**config.mk**
```make
export PLATFORM = sky130hd
export DESIGN_NAME = latch_shift_reg
export DESIGN_NICKNAME = d
export VERILOG_FILES = /design/src/rtl/latch_shift_pkg.sv /design/src/rtl/lsr_edge_sync.sv /design/src/rtl/lsr_ctrl.sv /design/src/rtl/lsr_datapath.sv /design/src/rtl/latch_shift_reg.sv
export SDC_FILE = /design/constraint.sdc
export NUM_CORES = 1
export LEC_CHECK = 0
export BUFFER_PORTS_ARGS = -buffer_cell sky130_fd_sc_hd__buf_2
export CORE_UTILIZATION = 61
export CTS_BUF_LIST = sky130_fd_sc_hd__clkbuf_2
export DETAILED_ROUTE_END_ITERATION = 12
export PLACE_DENSITY_LB_ADDON = 0.12
export SYNTH_ARGS = -nofsm -noshare
export SYNTH_HDL_FRONTEND = slang
export SYNTH_SLANG_ARGS = --single-unit
```
**constraint.sdc**
```tcl
create_clock -name clk -period 1.9 [get_ports clk]
set_clock_uncertainty 0.1 [all_clocks]
set_input_delay 0.38 -clock clk [delete_from_list [all_inputs] [get_ports clk]]
set_output_delay 0.38 -clock clk [all_outputs]
set_load 0.01 [all_outputs]
```
**src/rtl/latch_shift_pkg.sv**
```systemverilog
package latch_shift_pkg;

  // Per-cycle command from the control module to the datapath.
  typedef struct packed {
    logic latchEv;  // capture parallel bus into the latch
    logic shiftEv;  // shift one position (shift mode only)
    logic loadEn;   // register follows the latch
    logic clearSr;  // zero the shift register
  } lsrCtrl_t;

endpackage

```
**src/rtl/lsr_edge_sync.sv**
```systemverilog
module lsr_edge_sync #(
  parameter int STAGES = 2
) (
  input  logic clk,
  input  logic sysRstN,
  input  logic pinIn,
  output logic pulseOut
);

  localparam int LAST = STAGES - 1;

  logic [STAGES-1:0] syncQ;
  logic              prevQ;

  genvar gi;
  generate
    for (gi = 0; gi < STAGES; gi++) begin : gSync
      if (gi == 0) begin : gFirst
        always_ff @(posedge clk or negedge sysRstN) begin
          if (!sysRstN) syncQ[gi] <= 1'b0;
          else          syncQ[gi] <= pinIn;
        end
      end else begin : gNext
        always_ff @(posedge clk or negedge sysRstN) begin
          if (!sysRstN) syncQ[gi] <= 1'b0;
          else          syncQ[gi] <= syncQ[gi-1];
        end
      end
    end
  endgenerate

  always_ff @(posedge clk or negedge sysRstN) begin
    if (!sysRstN) prevQ <= 1'b0;
    else          prevQ <= syncQ[LAST];
  end

  assign pulseOut = syncQ[LAST] & ~prevQ;

  // one event per rising edge, never two in a row
  assert_single_pulse_R10: assert property (@(posedge clk) disable iff (!sysRstN)
    pulseOut |=> !pulseOut);

endmodule

```
**src/rtl/lsr_ctrl.sv**
```systemverilog
module lsr_ctrl
  import latch_shift_pkg::*;
#(
  parameter int SYNC_STAGES = 2
) (
  input  logic     clk,
  input  logic     sysRstN,
  input  logic     srClrN,
  input  logic     shiftMode,
  input  logic     latchStrobe,
  input  logic     shiftStrobe,
  output lsrCtrl_t ctl
);

  logic latchPulse;
  logic shiftPulse;

  lsr_edge_sync #(.STAGES(SYNC_STAGES)) u_latchSync (
    .clk(clk), .sysRstN(sysRstN), .pinIn(latchStrobe), .pulseOut(latchPulse)
  );

  lsr_edge_sync #(.STAGES(SYNC_STAGES)) u_shiftSync (
    .clk(clk), .sysRstN(sysRstN), .pinIn(shiftStrobe), .pulseOut(shiftPulse)
  );

  always_comb begin
    ctl.latchEv = latchPulse;
    ctl.loadEn  = ~shiftMode;
    ctl.shiftEv = shiftPulse & shiftMode;
    ctl.clearSr = ~srClrN;
  end

  // a strobe pin held high yields no second event
  assert_no_repeat_latch_R10: assert property (@(posedge clk) disable iff (!sysRstN)
    (latchStrobe && $past(latchStrobe) && $past(latchStrobe, 2) && $past(latchStrobe, 3))
      |-> !latchPulse);

endmodule

```
**src/rtl/lsr_datapath.sv**
```systemverilog
module lsr_datapath
  import latch_shift_pkg::*;
#(
  parameter int WIDTH = 8
) (
  input  logic             clk,
  input  logic             sysRstN,
  input  lsrCtrl_t         ctl,
  input  logic             serialIn,
  input  logic [WIDTH-1:0] parIn,
  output logic             serialOut
);

  localparam int TOP = WIDTH - 1;

  logic [WIDTH-1:0] latchReg;
  logic [WIDTH-1:0] srReg;

  always_ff @(posedge clk or negedge sysRstN) begin
    if (!sysRstN)         latchReg <= '0;
    else if (ctl.latchEv) latchReg <= parIn;
  end

  always_ff @(posedge clk or negedge sysRstN) begin
    if (!sysRstN)          srReg <= '0;
    else if (ctl.clearSr)  srReg <= '0;
    else if (ctl.loadEn)   srReg <= ctl.latchEv ? parIn : latchReg;
    else if (ctl.shiftEv)  srReg <= {srReg[TOP-1:0], serialIn};
  end

  assign serialOut = srReg[TOP];

  // clear wins over everything
  assert_clear_zero_R5: assert property (@(posedge clk) disable iff (!sysRstN)
    ctl.clearSr |=> (srReg == '0));

  // latch still loads while the register is held clear
  assert_latch_under_clear_R6: assert property (@(posedge clk) disable iff (!sysRstN)
    (ctl.clearSr && ctl.latchEv) |=> (latchReg == $past(parIn)));

  // latch holds without an event
  assert_latch_hold_R7: assert property (@(posedge clk) disable iff (!sysRstN)
    !ctl.latchEv |=> $stable(latchReg));

  // one-position shift with serial bit in stage A
  assert_shift_step_R2: assert property (@(posedge clk) disable iff (!sysRstN)
    (ctl.shiftEv && !ctl.loadEn && !ctl.clearSr)
      |=> (srReg[TOP:1] == $past(srReg[TOP-1:0])) && (srReg[0] == $past(serialIn)));

  // load mode plus latch event puts the same data in both stages
  assert_load_through_R4: assert property (@(posedge clk) disable iff (!sysRstN)
    (ctl.loadEn && ctl.latchEv && !ctl.clearSr) |=> (srReg == latchReg));

  // load mode copies the latch
  assert_follow_latch_R3: assert property (@(posedge clk) disable iff (!sysRstN)
    (ctl.loadEn && !ctl.latchEv && !ctl.clearSr) |=> (srReg == $past(latchReg)));

endmodule

```
**src/rtl/latch_shift_reg.sv**
```systemverilog
module latch_shift_reg
  import latch_shift_pkg::*;
#(
  parameter int WIDTH       = 8,
  parameter int SYNC_STAGES = 2
) (
  input  logic             clk,
  input  logic             sysRstN,
  input  logic             srClrN,
  input  logic             shiftMode,
  input  logic             latchStrobe,
  input  logic             shiftStrobe,
  input  logic             serialIn,
  input  logic [WIDTH-1:0] parIn,
  output logic             serialOut
);

  lsrCtrl_t ctl;

  lsr_ctrl #(.SYNC_STAGES(SYNC_STAGES)) u_ctrl (
    .clk(clk), .sysRstN(sysRstN), .srClrN(srClrN), .shiftMode(shiftMode),
    .latchStrobe(latchStrobe), .shiftStrobe(shiftStrobe), .ctl(ctl)
  );

  lsr_datapath #(.WIDTH(WIDTH)) u_datapath (
    .clk(clk), .sysRstN(sysRstN), .ctl(ctl), .serialIn(serialIn),
    .parIn(parIn), .serialOut(serialOut)
  );

endmodule

```
==> summary.md <==
| Metric | Value |
|---|---|
| Status | `complete, no violations` |
| Area delta synth->final | `7.098%` |
| Setup violators final | `0` |
| Post-cts resize count | `0` |
| CP required | `a little over 2 ns` |
| Worst-path clk slew | `roughly 0.18 ns` |
| CP arrival | `around 1.6 ns` |
| First-pass DRT Iterations | `7` |
| Final antenna-violating net count | `0` |
| Post-synth cell types | `14` |
| Final period utilization | `between 70% and 80%` |
| Root Buffer | `clkbuf_2` |
| Worst Hold End | `u_ctrl.u_latchSync.syncQ[0]` |
| Worst Hold Slack | `roughly 0.058 ns` |
| CTS tree | `built` |
| Routability cong. | `between 0.7 and 0.8` |
| Largest net degree at the start of global routing | `27` |
| Routed len/inst | `between 10 and 15 µm` |
| Synth Register Bits | `22` |
| Port Buffers | `15` |
| Crit. End Element | `flop` |
| Post-layout net count | `127` |
| Syn Area/Cell | `10.36 µm²` |
| Slew HR | `a little under 70%` |
| Num rows | `14` |
| Power share of the clock group | `between 20% and 30%` |
| Initial DRC count | `29` |
| Proportion of layout cells with a drive suffix above 1 | `18.18%` |
| Switch share | `a little over a quarter` |
| Starting Density | `roughly two thirds` |
| Critical path class | `flop to flop` |
| Clk Latency, worst-skew pair | `0.31 ns` |
| Core ar. | `roughly 1500 µm²` |
| Hold Path Class | `input port to flop` |
| Via count | `692` |
| Worst Path Max Fanout | `16` |
| Hold depth | `1` |
| Filler Cell Count | `117` |
| VDD IR-drop max | `~0.55 mV` |
| Aggregate global-route resource usage | `between 20% and 30%` |
| Startpoint types | `flop` |
| Die Ht | `42.59 µm` |
| Maxcap violations | `0` |
| Routed Wire Length | `roughly 1.7 mm` |
| Crit Reg-Reg Startpoint | `u_ctrl.u_latchSync.prevQ` |
| Power Internal | `slightly above 600 µW` |
| P_leak | `roughly 0.54 nW` |
| Number of H-tree levels | `1` |
| Initial antenna violation count | `0` |
| CTS buffer count | `3` |
| Mapped Cells | `97` |
| Die Wd | `42.59 µm` |
| Max Clock Freq | `0.6754 GHz` |
| HPWL Detailed | `1.189 mm` |
| Final hold viol count | `0` |
| RSZ-0062 raised after global routing | `no` |
| Synthesized net count | `about 110` |
| Clock sink total | `22` |
| Hold Startpoint | `latchStrobe` |
| Yosys top cell area share | `between 50% and 60%` |
| Post-synthesis sequential area ratio | `54.79%` |
| Inserted Diodes | `0` |
| Ys Warns | `0` |
| Vias in the first global route | `about 660` |
| R2r setup slk | `0.42 ns` |
| Cell count after placement | `roughly 120` |
| Vias per cell | `about 5.5` |
| Slew @ Worst Pin | `roughly 0.48 ns` |
| Seq pwr share | `a little under two thirds` |
| Post-Layout Cell Count | `between 100 and 150` |
| Multi-input gate area | `just over 400 µm²` |
| Net Sw Power | `222.8 µW` |
| PwrDens | `between 700 and 800 nW/µm²` |
| Sequential cell area | `~550 µm²` |
| Cell Area, Synth | `roughly 1000 µm²` |
| Num ports | `16` |
| Reg2Reg Depth | `3` |
| Final min period | `~1.5 ns` |
| Drc violations | `0` |
| Fin Setup TNS | `0 ns` |
| Die ar. | `1813 µm²` |
| Final Max Tran Viols | `0` |
| Overflow after GRT | `0` |
| Synth area leaders | `dfrtp_1 (55%), nand2_1 (9.0%), a32o_1 (8.0%), mux2i_1 (8.0%), nor2_1 (6.0%)` |
| Worst R2R End | `u_datapath.srReg[0]` |
| Power share of the combinational group | `approximately 16%` |
| Clk buf depth | `2` |
| Global-route wire length before repair | `~3 mm` |
| Post-synth top area cell | `dfrtp_1` |
## sequential cells by signal (all words and copies together) (netlist names)
register,flops
u_ctrl.u_latchSync.syncQ,2
u_ctrl.u_latchSync.prevQ,1
u_ctrl.u_shiftSync.prevQ,1
u_datapath.srReg,8
u_ctrl.u_shiftSync.syncQ,2
u_datapath.latchReg,8
## power groups by stage
stage / sequential (mW) / combinational (mW) / clock [mW]
floorplan: 0.536 / 0.0929 / 0
global placement: 0.538 / 0.124 / 0
detailed placement: 0.541 / 0.129 / 0
CTS: 0.532 / 0.131 / 0.174
global route: 0.537 / 0.147 / 0.194
finish: 0.532 / 0.129 / 0.174
## repair_timing
item,CTS,global route
hold buffers,1,0
setup buffers,0,0
hold endpoints to repair,22,0
## final cells by class
type / instances / share of cell area [%]
multi-input combinational: 69 / 37.67
timing repair buffer: 16 / 7.907
tap: 16 / 1.860
clock buffer: 3 / 1.395
sequential: 22 / 51.16
## kinds of logic (layout without fill, tap and decap cells)
logic type / after synthesis / count (layout) / share of synthesized area, %
AO/OA/AOI/OAI: 9 / 9 / 9.091
buffers and inverters: 6 / 19 / 4.857
flip-flops: 22 / 22 / 54.79
multiplexers: 8 / 8 / 7.970
AND/OR/NAND/NOR: 52 / 52 / 23.29
## per-layer routing
| layer | vias to the layer above | part of all wire, % | track usage, % |
|---|---|---|---|
| met4 | 0 | 2.0 | 13.13 |
| met3 | 4 | 2.1 | 2.586 |
| met2 | 12 | 46 | 33.85 |
| met5 | - | 0 | 0 |
| li1 | 351 | - | - |
| met1 | 325 | 50 | 31.10 |
## cells in the final DEF, fill, tap and decap left out
master          n
nand2_1        24
dfrtp_1        22
nor2_1         16
buf_2          15
nand2b_1        9
mux2i_1         8
a32o_1          8
clkbuf_2        3
nor2b_4         1
or2b_1          1
a21boi_2        1
and3_1          1
dlygate4sd3_1   1
## cell usage after synthesis
cell type / number
nor2_1: 16
nand2_1: 24
buf_2: 2
nand2b_1: 9
mux2i_1: 8
nor2b_4: 1
and3_1: 1
or2b_1: 1
a32o_1: 8
dfrtp_1: 22
buf_12: 1
a21boi_2: 1
buf_6: 1
clkbuf_1: 2
## critical path, stage by stage (launching register included)
cell and delay (ns):
dfrtp_1 0.45, nor2b_4 0.39, mux2i_1 0.17, a32o_1 0.28
## how the worst max path moves through the flow
stage,to,depth (start not counted),startpoint
CTS,u_datapath.srReg[7],3,u_ctrl.u_latchSync.prevQ
floorplan,u_datapath.srReg[0],5,u_ctrl.u_latchSync.syncQ[1]
global placement,u_datapath.srReg[7],3,shiftMode
finish,u_datapath.srReg[0],3,u_ctrl.u_latchSync.prevQ
global route,u_datapath.srReg[3],3,u_ctrl.u_latchSync.prevQ
detailed placement,u_datapath.srReg[3],3,shiftMode
## through the flow
stage,setup WS (ns),util [%],power [mW],cell area (µm²)
finish,0.4195,70.61,0.8350,1076
detailed placement,0.4233,68.97,0.6695,1051
CTS,0.4051,70.61,0.8366,1076
global route,0.3512,70.61,0.8778,1076
floorplan,0.5931,-,0.6286,1005
global placement,0.4119,68.97,0.6622,1051
Power figures use the tool's default switching activity.
